`src/rtl/edram_pkg.sv`:
```
package edram_pkg;
    typedef enum logic {
        ST_IDLE   = 1'b0,
        ST_ACCESS = 1'b1
    } acc_state_t;
endpackage

```
`src/rtl/edram_page_reg.sv`:
```
module edram_page_reg #(
    parameter int          DATA_W   = 8,
    parameter int          SFR_AW   = 8,
    parameter logic [7:0]  PAGE_SFR = 8'h86
) (
    input  logic              clk,
    input  logic              rst_n,
    input  logic              sfr_we,
    input  logic [SFR_AW-1:0] sfr_addr,
    input  logic [DATA_W-1:0] sfr_wdata,
    output logic [DATA_W-1:0] sfr_rdata,
    output logic              page
);
    logic page_q;
    logic sel;

    assign sel  = (sfr_addr == PAGE_SFR[SFR_AW-1:0]);
    assign page = page_q;

    always_ff @(posedge clk or negedge rst_n) begin
        if (!rst_n) begin
            page_q <= 1'b0;
        end else if (sfr_we && sel) begin
            page_q <= sfr_wdata[0];
        end
    end

    always_comb begin
        sfr_rdata = '0;
        if (sel) begin
            sfr_rdata[0] = page_q;
        end
    end

    // a page write is visible in the following cycle
    a_r7_page_load: assert property (@(posedge clk) disable iff (!rst_n)
        (sfr_we && sel) |=> (page_q == $past(sfr_wdata[0])));

    // writes elsewhere leave the page bit alone
    a_r7_page_hold: assert property (@(posedge clk) disable iff (!rst_n)
        !(sfr_we && sel) |=> $stable(page_q));

    // unused upper bits always read as zero
    always_comb begin
        if (rst_n) begin
            a_r8_upper_zero: assert (sfr_rdata[DATA_W-1:1] == '0);
        end
    end
endmodule

```
`src/rtl/edram_decode.sv`:
```
module edram_decode #(
    parameter int ADDR_W = 16,
    parameter int RAM_AW = 9
) (
    input  logic              req_short,
    input  logic [ADDR_W-1:0] req_addr,
    input  logic              ptr_lock,
    input  logic              page,
    output logic              hit,
    output logic [RAM_AW-1:0] ram_addr
);
    localparam int SHORT_W = RAM_AW - 1;

    logic in_range;

    assign in_range = (req_addr[ADDR_W-1:RAM_AW] == '0);

    always_comb begin
        if (req_short) begin
            hit      = 1'b1;
            ram_addr = {page, req_addr[SHORT_W-1:0]};
        end else begin
            hit      = in_range && !ptr_lock;
            ram_addr = req_addr[RAM_AW-1:0];
        end
    end
endmodule

```
`src/rtl/edram_seq.sv`:
```
module edram_seq
    import edram_pkg::*;
(
    input  logic clk,
    input  logic rst_n,
    input  logic req_valid,
    input  logic req_write,
    input  logic hit,
    output logic capture,
    output logic commit,
    output logic ready
);
    acc_state_t state_q, state_d;
    logic       start;

    assign start = (state_q == ST_IDLE) && req_valid && hit;

    always_comb begin
        state_d = state_q;
        unique case (state_q)
            ST_IDLE:   if (start) state_d = ST_ACCESS;
            ST_ACCESS: state_d = ST_IDLE;
            default:   state_d = ST_IDLE;
        endcase
    end

    always_ff @(posedge clk or negedge rst_n) begin
        if (!rst_n) begin
            state_q <= ST_IDLE;
        end else begin
            state_q <= state_d;
        end
    end

    always_comb begin
        capture = 1'b0;
        commit  = 1'b0;
        ready   = 1'b0;
        unique case (state_q)
            ST_IDLE: begin
                capture = start;
            end
            ST_ACCESS: begin
                ready  = 1'b1;
                commit = req_write;
            end
            default: begin
                ready = 1'b0;
            end
        endcase
    end

    // a claimed request gets ready in the next cycle
    a_r5_ready_second: assert property (@(posedge clk) disable iff (!rst_n)
        capture |=> ready);

    // ready lasts for one cycle only
    a_r5_single_pulse: assert property (@(posedge clk) disable iff (!rst_n)
        ready |=> !ready);
endmodule

```
`src/rtl/edram_store.sv`:
```
module edram_store #(
    parameter int DATA_W = 8,
    parameter int DEPTH  = 512
) (
    input  logic                     clk,
    input  logic                     rst_n,
    input  logic                     capture,
    input  logic                     commit,
    input  logic                     ready,
    input  logic [$clog2(DEPTH)-1:0] addr_in,
    input  logic [DATA_W-1:0]        wdata,
    output logic [DATA_W-1:0]        rdata
);
    localparam int AW = $clog2(DEPTH);

    logic [DATA_W-1:0] mem [DEPTH];
    logic [AW-1:0]     addr_q;

    always_ff @(posedge clk or negedge rst_n) begin
        if (!rst_n) begin
            addr_q <= '0;
        end else if (capture) begin
            addr_q <= addr_in;
        end
    end

    always_ff @(posedge clk) begin
        if (commit) begin
            mem[addr_q] <= wdata;
        end
    end

    assign rdata = ready ? mem[addr_q] : '0;

    // the latched address does not move while the access completes
    a_r6_addr_stable: assert property (@(posedge clk) disable iff (!rst_n)
        ready |-> !capture);
endmodule

```
`src/rtl/edram_mapper.sv`:
```
module edram_mapper #(
    parameter int         ADDR_W   = 16,
    parameter int         DATA_W   = 8,
    parameter int         DEPTH    = 512,
    parameter int         SFR_AW   = 8,
    parameter logic [7:0] PAGE_SFR = 8'h86
) (
    input  logic              clk,
    input  logic              rst_n,
    input  logic              req_valid,
    input  logic              req_short,
    input  logic [ADDR_W-1:0] req_addr,
    input  logic              req_write,
    input  logic [DATA_W-1:0] req_wdata,
    input  logic              ptr_lock,
    output logic [DATA_W-1:0] rd_data,
    output logic              ready,
    input  logic              sfr_we,
    input  logic [SFR_AW-1:0] sfr_addr,
    input  logic [DATA_W-1:0] sfr_wdata,
    output logic [DATA_W-1:0] sfr_rdata
);
    localparam int RAM_AW = $clog2(DEPTH);

    logic              page;
    logic              hit;
    logic [RAM_AW-1:0] ram_addr;
    logic              capture;
    logic              commit;

    edram_page_reg #(
        .DATA_W   (DATA_W),
        .SFR_AW   (SFR_AW),
        .PAGE_SFR (PAGE_SFR)
    ) u_page (
        .clk       (clk),
        .rst_n     (rst_n),
        .sfr_we    (sfr_we),
        .sfr_addr  (sfr_addr),
        .sfr_wdata (sfr_wdata),
        .sfr_rdata (sfr_rdata),
        .page      (page)
    );

    edram_decode #(
        .ADDR_W (ADDR_W),
        .RAM_AW (RAM_AW)
    ) u_decode (
        .req_short (req_short),
        .req_addr  (req_addr),
        .ptr_lock  (ptr_lock),
        .page      (page),
        .hit       (hit),
        .ram_addr  (ram_addr)
    );

    edram_seq u_seq (
        .clk       (clk),
        .rst_n     (rst_n),
        .req_valid (req_valid),
        .req_write (req_write),
        .hit       (hit),
        .capture   (capture),
        .commit    (commit),
        .ready     (ready)
    );

    edram_store #(
        .DATA_W (DATA_W),
        .DEPTH  (DEPTH)
    ) u_store (
        .clk     (clk),
        .rst_n   (rst_n),
        .capture (capture),
        .commit  (commit),
        .ready   (ready),
        .addr_in (ram_addr),
        .wdata   (req_wdata),
        .rdata   (rd_data)
    );

    // an unclaimed request seen while idle never produces ready
    a_r4_unclaimed_quiet: assert property (@(posedge clk) disable iff (!rst_n)
        (req_valid && !hit && !ready) |=> !ready);

    // locked pointer access is never claimed
    a_r3_lock_blocks: assert property (@(posedge clk) disable iff (!rst_n)
        (req_valid && !req_short && ptr_lock && !ready) |=> !ready);

    // short accesses are always claimed
    a_r10_short_claimed: assert property (@(posedge clk) disable iff (!rst_n)
        (req_valid && req_short && !ready) |=> ready);
endmodule

```
`config.mk`:
```
export PLATFORM = sky130hd
export DESIGN_NAME = edram_mapper
export DESIGN_NICKNAME = d
export VERILOG_FILES = /design/src/rtl/edram_pkg.sv /design/src/rtl/edram_page_reg.sv /design/src/rtl/edram_decode.sv /design/src/rtl/edram_seq.sv /design/src/rtl/edram_store.sv /design/src/rtl/edram_mapper.sv
export SDC_FILE = /design/constraint.sdc
export NUM_CORES = 2
export LEC_CHECK = 0
export BUFFER_PORTS_ARGS = -buffer_cell sky130_fd_sc_hd__buf_2
export CORE_MARGIN = 10
export CORE_UTILIZATION = 39
export DETAILED_ROUTE_END_ITERATION = 8
export PLACE_DENSITY = 0.58
export SLEW_MARGIN = 5
export SYNTH_ARGS = -nofsm -noshare
export SYNTH_HDL_FRONTEND = slang
export SYNTH_SLANG_ARGS = --single-unit
```
`constraint.sdc`:
```
create_clock -name clk -period 4.1 [get_ports clk]
set_input_delay 0.615 -clock clk [delete_from_list [all_inputs] [get_ports clk]]
set_output_delay 0.615 -clock clk [all_outputs]
set_load 0.02 [all_outputs]
```
# ---- Word-level counts from Yosys, hierarchy flattened
# Memory sizes are Yosys's and may differ from the RTL's.
# Cells that the tools add are included.
dict set report word_totals {
  register_bits 11
  latch_bits 0
  ramBits 4096
  romBits 0
  input_bits 47
  output_inout_bits 17
  wordCells 23
  memories 1
}
# name depth width rd rd_clocked_by_memory_dff wr line_no
set memory_table {}
lappend memory_table {u_store.mem 512 8 1 0 1 edram_store.sv:16} ;# logic [DATA_W-1:0] mem [DEPTH];
dict set report op_classes {
  addsub 0
  mul 0
  div 0
  order_cmp 0
  n_eq_ne 1
  n_shift 0
  mux 11
  bitwise_logic 1
  n_reduce_logical 6
}
# op count
set ops {}
lappend ops {{$mux 9} 1}
lappend ops {{$eq 8x8->1 const B} 1}
lappend ops {{$mux 1} 8}
lappend ops {{$mux 8} 1}
lappend ops {{$logic_not 7->1} 1}
lappend ops {{$logic_and 1x1->1} 4}
lappend ops {{$pmux 1 s2} 1}
lappend ops {{$logic_not 1->1} 1}
lappend ops {{$not 1->1} 1}

# ---- Depth between registers and ports, before layout
dict set report depth {
  word_depth 6
  depth_mapped 13
  depth_no_buf 7
}

# ---- Hierarchy
# From an unflattened synthesis, not the netlist that was laid out.
dict set report unflattened {
  cells_unflattened 7573
  hier_area_um2 159501.7
}
# mod n_inst cells_each area_per_inst_um2 seq_area_each_um2
set modules_own_cells {}
lappend modules_own_cells {edram_store 1 7544 159236.5 123223.2}
lappend modules_own_cells {edram_page_reg 1 14 132.6 25.0}
lappend modules_own_cells {edram_decode 1 12 91.3 0.0}
lappend modules_own_cells {edram_seq 1 3 41.3 25.0}

# ---- Worst setup path after synthesis
# OpenSTA, ideal clock, no wires.
dict set report synth_timing {
  path_type {register to output}
  from {reg u_store.addr_q[0]}
  to {out rd_data[3]}
  t_arrival_ns 2.763
  required_time_ns 3.485
  setup_slack_ns 0.722
  path_stages_with_launch 12
  path_buffers 6
  path_cell_list {dfrtp_1 buf_6 buf_6 buf_6 buf_6 buf_6 buf_2 mux4_2 a221oi_1 nand4_1 nor4_1 a41oi_1}
}
dict set report synth_between {
  elab_chain_cells 2
}
# element line_no
set synth_lines {}
lappend synth_lines {{start, declared} edram_store.sv:17} ;# logic [AW-1:0] addr_q;
lappend synth_lines {{start signal, assigned} edram_store.sv:23} ;# addr_q <= addr_in;
lappend synth_lines {{$mem_v2 512x8} n/a}
lappend synth_lines {{$mux 8} edram_store.sv:33} ;# assign rdata = ready ? mem[addr_q] : '0;
lappend synth_lines {{end, declared} edram_mapper.sv:16} ;# output logic [DATA_W-1:0] rd_data,
# Every way passes these cells.

# ---- Worst setup path in the final report
dict set report layout_timing {
  from {reg u_store.addr_q[0]}
  to {out rd_data[7]}
}
# The elaborated chain is that of the path after synthesis.

==> run metrics <==
status complete, but fails checks; failing checks negative setup slack; fraction of layout cells with a size suffix above 1 33.40%; worst-path cell chain buf_12, buf_4, buf_4, and3b_2, buf_12, buf_4, a22oi_2, nand4_1, buf_4, a22oi_2, nor3b_2, buf_4, nand3_1, o41a_4, buf_6; largest net degree at the start of global routing 146; final core occ 46.78%; Starting Density 39.11%; Final nets 8750; first-pass GRT wire length 668.2 mm; normalized max-slew margin 25.14%; worst hold stages 4; Post-Place Setup Slack -1.980 ns; Vias per Instance 5.835; CP arrival 5.14 ns; NetSw 23.85 mW; drt pass-1 iters 7; CTS max path bufs 4; VDD IR max 0.3846 mV; antenna viol nets, final 0; min-delay worst type input pin to flop; R2R depth 6; Static Leak 60.66 nW; Net Sw Frac 24.62%; final setup margin -1.654 ns; Post-Syn Area 158700 um^2; Flop pwr share 47.8%; TritonCTS clock tree done; Int Pwr 73.01 mW; I/O pin count 64; worst skew pair latency 1.00 ns; Final Hold Fails 0; Post-synth EDFFs 4096; number of global-route vias before repair 85099; crit path kind flop to output port; skew final 0.07682 ns; FF-to-FF Start u_store.addr_q[5]; crit end category output port; gr ovfl total 0; post-synthesis sequential area ratio 77.68%; RSZ-0062 raised after global routing true; Die Y 657.9 um; FMAX 0.1738 GHz; startpoint types flop; Slowest Stage Delay on Critical Path 0.57 ns; Clock Pin Slew Worst Setup and Hold Paths 0.06 ns; Final Instance Area 189900 um^2; row count 234; DRT Wirelength 480.2 mm; DP Area 174300 um^2; CP top delay family buffers and inverters; Overall Power 96.86 mW; 1st-iter DRT viols 11497; area grow syn2layout 19.63%; flop2flop setup slack 0.23 ns; WL/cell 33.15 um; Syn Inst Count 7373; total CTS buffers 411; GRT Total Usage 21.51%; CTS root buffer clkbuf_16; Max-Cap Viols 0; Clock Sinks 4107; Final Max Tran Viols 0; Hold Path End u_store.addr_q[3]; Hold Startpoint req_addr[3]; core region area 405800 um^2; period utilization 140.3%; most used cell, CP buf_4; DRC viols 0; cells taking the most area after synthesis edfxtp_1, mux4_2, mux2i_1; register area 123300 um^2; die area 432800 um^2; top-area cell type share of the netlist area 77.51%; H-tree Lvls 5; CP Launch Point u_store.addr_q[0]; slowest cell on the critical path o41a_4; Final Wtd Congestion 0.9750; area of the multi-input gates 33760 um^2; Async SR Flop Fraction 0.2678%; setup violators final 8; Cell Pwr Density 510.2 nW/um^2; crit path time final 5.754 ns; synthesized flop and latch total 4107; Required @ worst endpoint 3.48 ns; antenna violations before repair 25; Die X 657.9 um; post-synth top area cell edfxtp_1; DR vias 84536; Comb power frac 14.3%; Yosys cell types 70; Synth Warn # 0; Worst Path Max Fanout 9; fillcell total 33681; post-detail-place hpwl 318.5 mm; clock group share of total power 38.0%; Port-buffer cells 49; ys flop type edfxtp_1; Avg Inst Size Synth 21.52 um^2; r2r endpoint u_store.mem[299][0]; buffers and inverters on the worst path 8; Slew @ Worst Pin 1.123 ns
[power groups by stage]
stage / clock (mW) / sequential [mW] / combinational [mW]
after floorplan: 0 / 47.1 / 6.36
after global placement: 0 / 47.1 / 12.7
after detailed placement: 0 / 47.1 / 12.8
after CTS: 37.2 / 46.2 / 13.6
after global routing: 38.9 / 46.2 / 14.3
final: 36.8 / 46.3 / 13.8
[through the flow]
stage                     hold slack (ns)  std cells  setup TNS [ns]
after global placement             0.6450      13609          -10.56
after CTS                         0.03032      14443          -12.03
after global routing              0.08843      14478          -11.62
final                             0.07770      14487          -11.72
after detailed placement           0.6493      13609          -10.50
after floorplan                    0.3194       7379               0
[repair_timing]
action / 4_1_cts / 5_1_grt
hold buffers: 11 / 0
cloned: 10 / 1
setup endpoints to repair: 8 / 8
endpoints found under the hold margin: 24 / 0
gates resized for setup: 221 / 69
pin swaps: 44 / 28
setup buffers: 77 / 19
[placed cells by master (no fill, tap or decap), drive strengths merged, types with 54 or more instances in the layout]
cell type / n
nand2: 139
clkinv: 169
nor3: 58
a221oi: 66
a22oi: 175
a31oi: 54
mux4: 943
nor2: 580
edfxtp: 4096
buf: 1355
nand4: 57
o22ai: 71
mux2i: 238
a22o: 59
clkbuf: 515
[how the worst max path moves through the flow]
stage	endpoint	depth (start not counted)
2_1_floorplan	rd_data[3]	11
3_3_place_gp	rd_data[3]	16
3_5_place_dp	rd_data[3]	16
4_1_cts	rd_data[0]	13
5_1_grt	rd_data[7]	15
6_report	rd_data[7]	15
[registers in the layout, summed over array words and instances (netlist names)]
| register | flops |
|---|---|
| u_store.mem | 4096 |
| u_store.addr_q | 9 |
| u_seq.state_q | 1 |
| u_page.page | 1 |
[cells by family (layout without fill, tap and decap cells)]
kind of cell	Yosys count	count (layout)	synth area share [%]
flops	4107	4107	77.68
simple gates	996	996	2.781
compound gates	611	611	2.835
buf+inv	465	2120	1.721
mux	1193	1193	14.98
other cells	1	32	0.002363
[worst register-to-register path, cell delays in order (launching register included)]
cell and delay (ns):
dfrtp_4 0.59, buf_4 0.30, buf_4 0.15, nor2b_1 0.69, buf_4 0.29, nand2_1 0.53, nor2_1 0.92
[layout make-up]
type,instances,share of cell area (%)
Inverter,4,0.01186
Sequential cell,4107,64.94
Clock inverter,230,1.184
Clock buffer,514,5.655
Tap cell,5428,3.577
Antenna cell,25,0.03295
Multi-Input combinational cell,2807,17.78
Timing Repair Buffer,1372,6.816
[Yosys cell counts (all sizes together), types with 4 or more instances]
cell type  count
mux2          12
and3          12
a211oi        20
a32oi         20
dfrtp         11
nand3b         7
and4           5
nand2b         4
a41oi          6
a32o           5
nor2b         15
o21ai         42
a22oi        175
o22ai         71
buf          292
inv            4
nor2         580
and3b          8
nor3b         12
nand3         49
nand2        139
nand4         57
a31oi         54
a21oi         45
clkbuf       169
mux2i        238
or3b           4
nor4          16
o211ai         5
or4            5
edfxtp      4096
a22o          59
mux4         943
and2          13
a221oi        66
nor3          58
o2111ai        8
a2111oi       11
[routing by layer]
layer / vias to the layer above / wire length [um] / GRT usage (%)
li1: 33769 / - / -
met1: 45223 / 185500 / 29.22
met2: 4630 / 220200 / 33.07
met3: 906 / 49730 / 5.383
met4: 8 / 24610 / 9.256
met5: - / 173 / 0.2412
(Power assumes the default switching activity.)
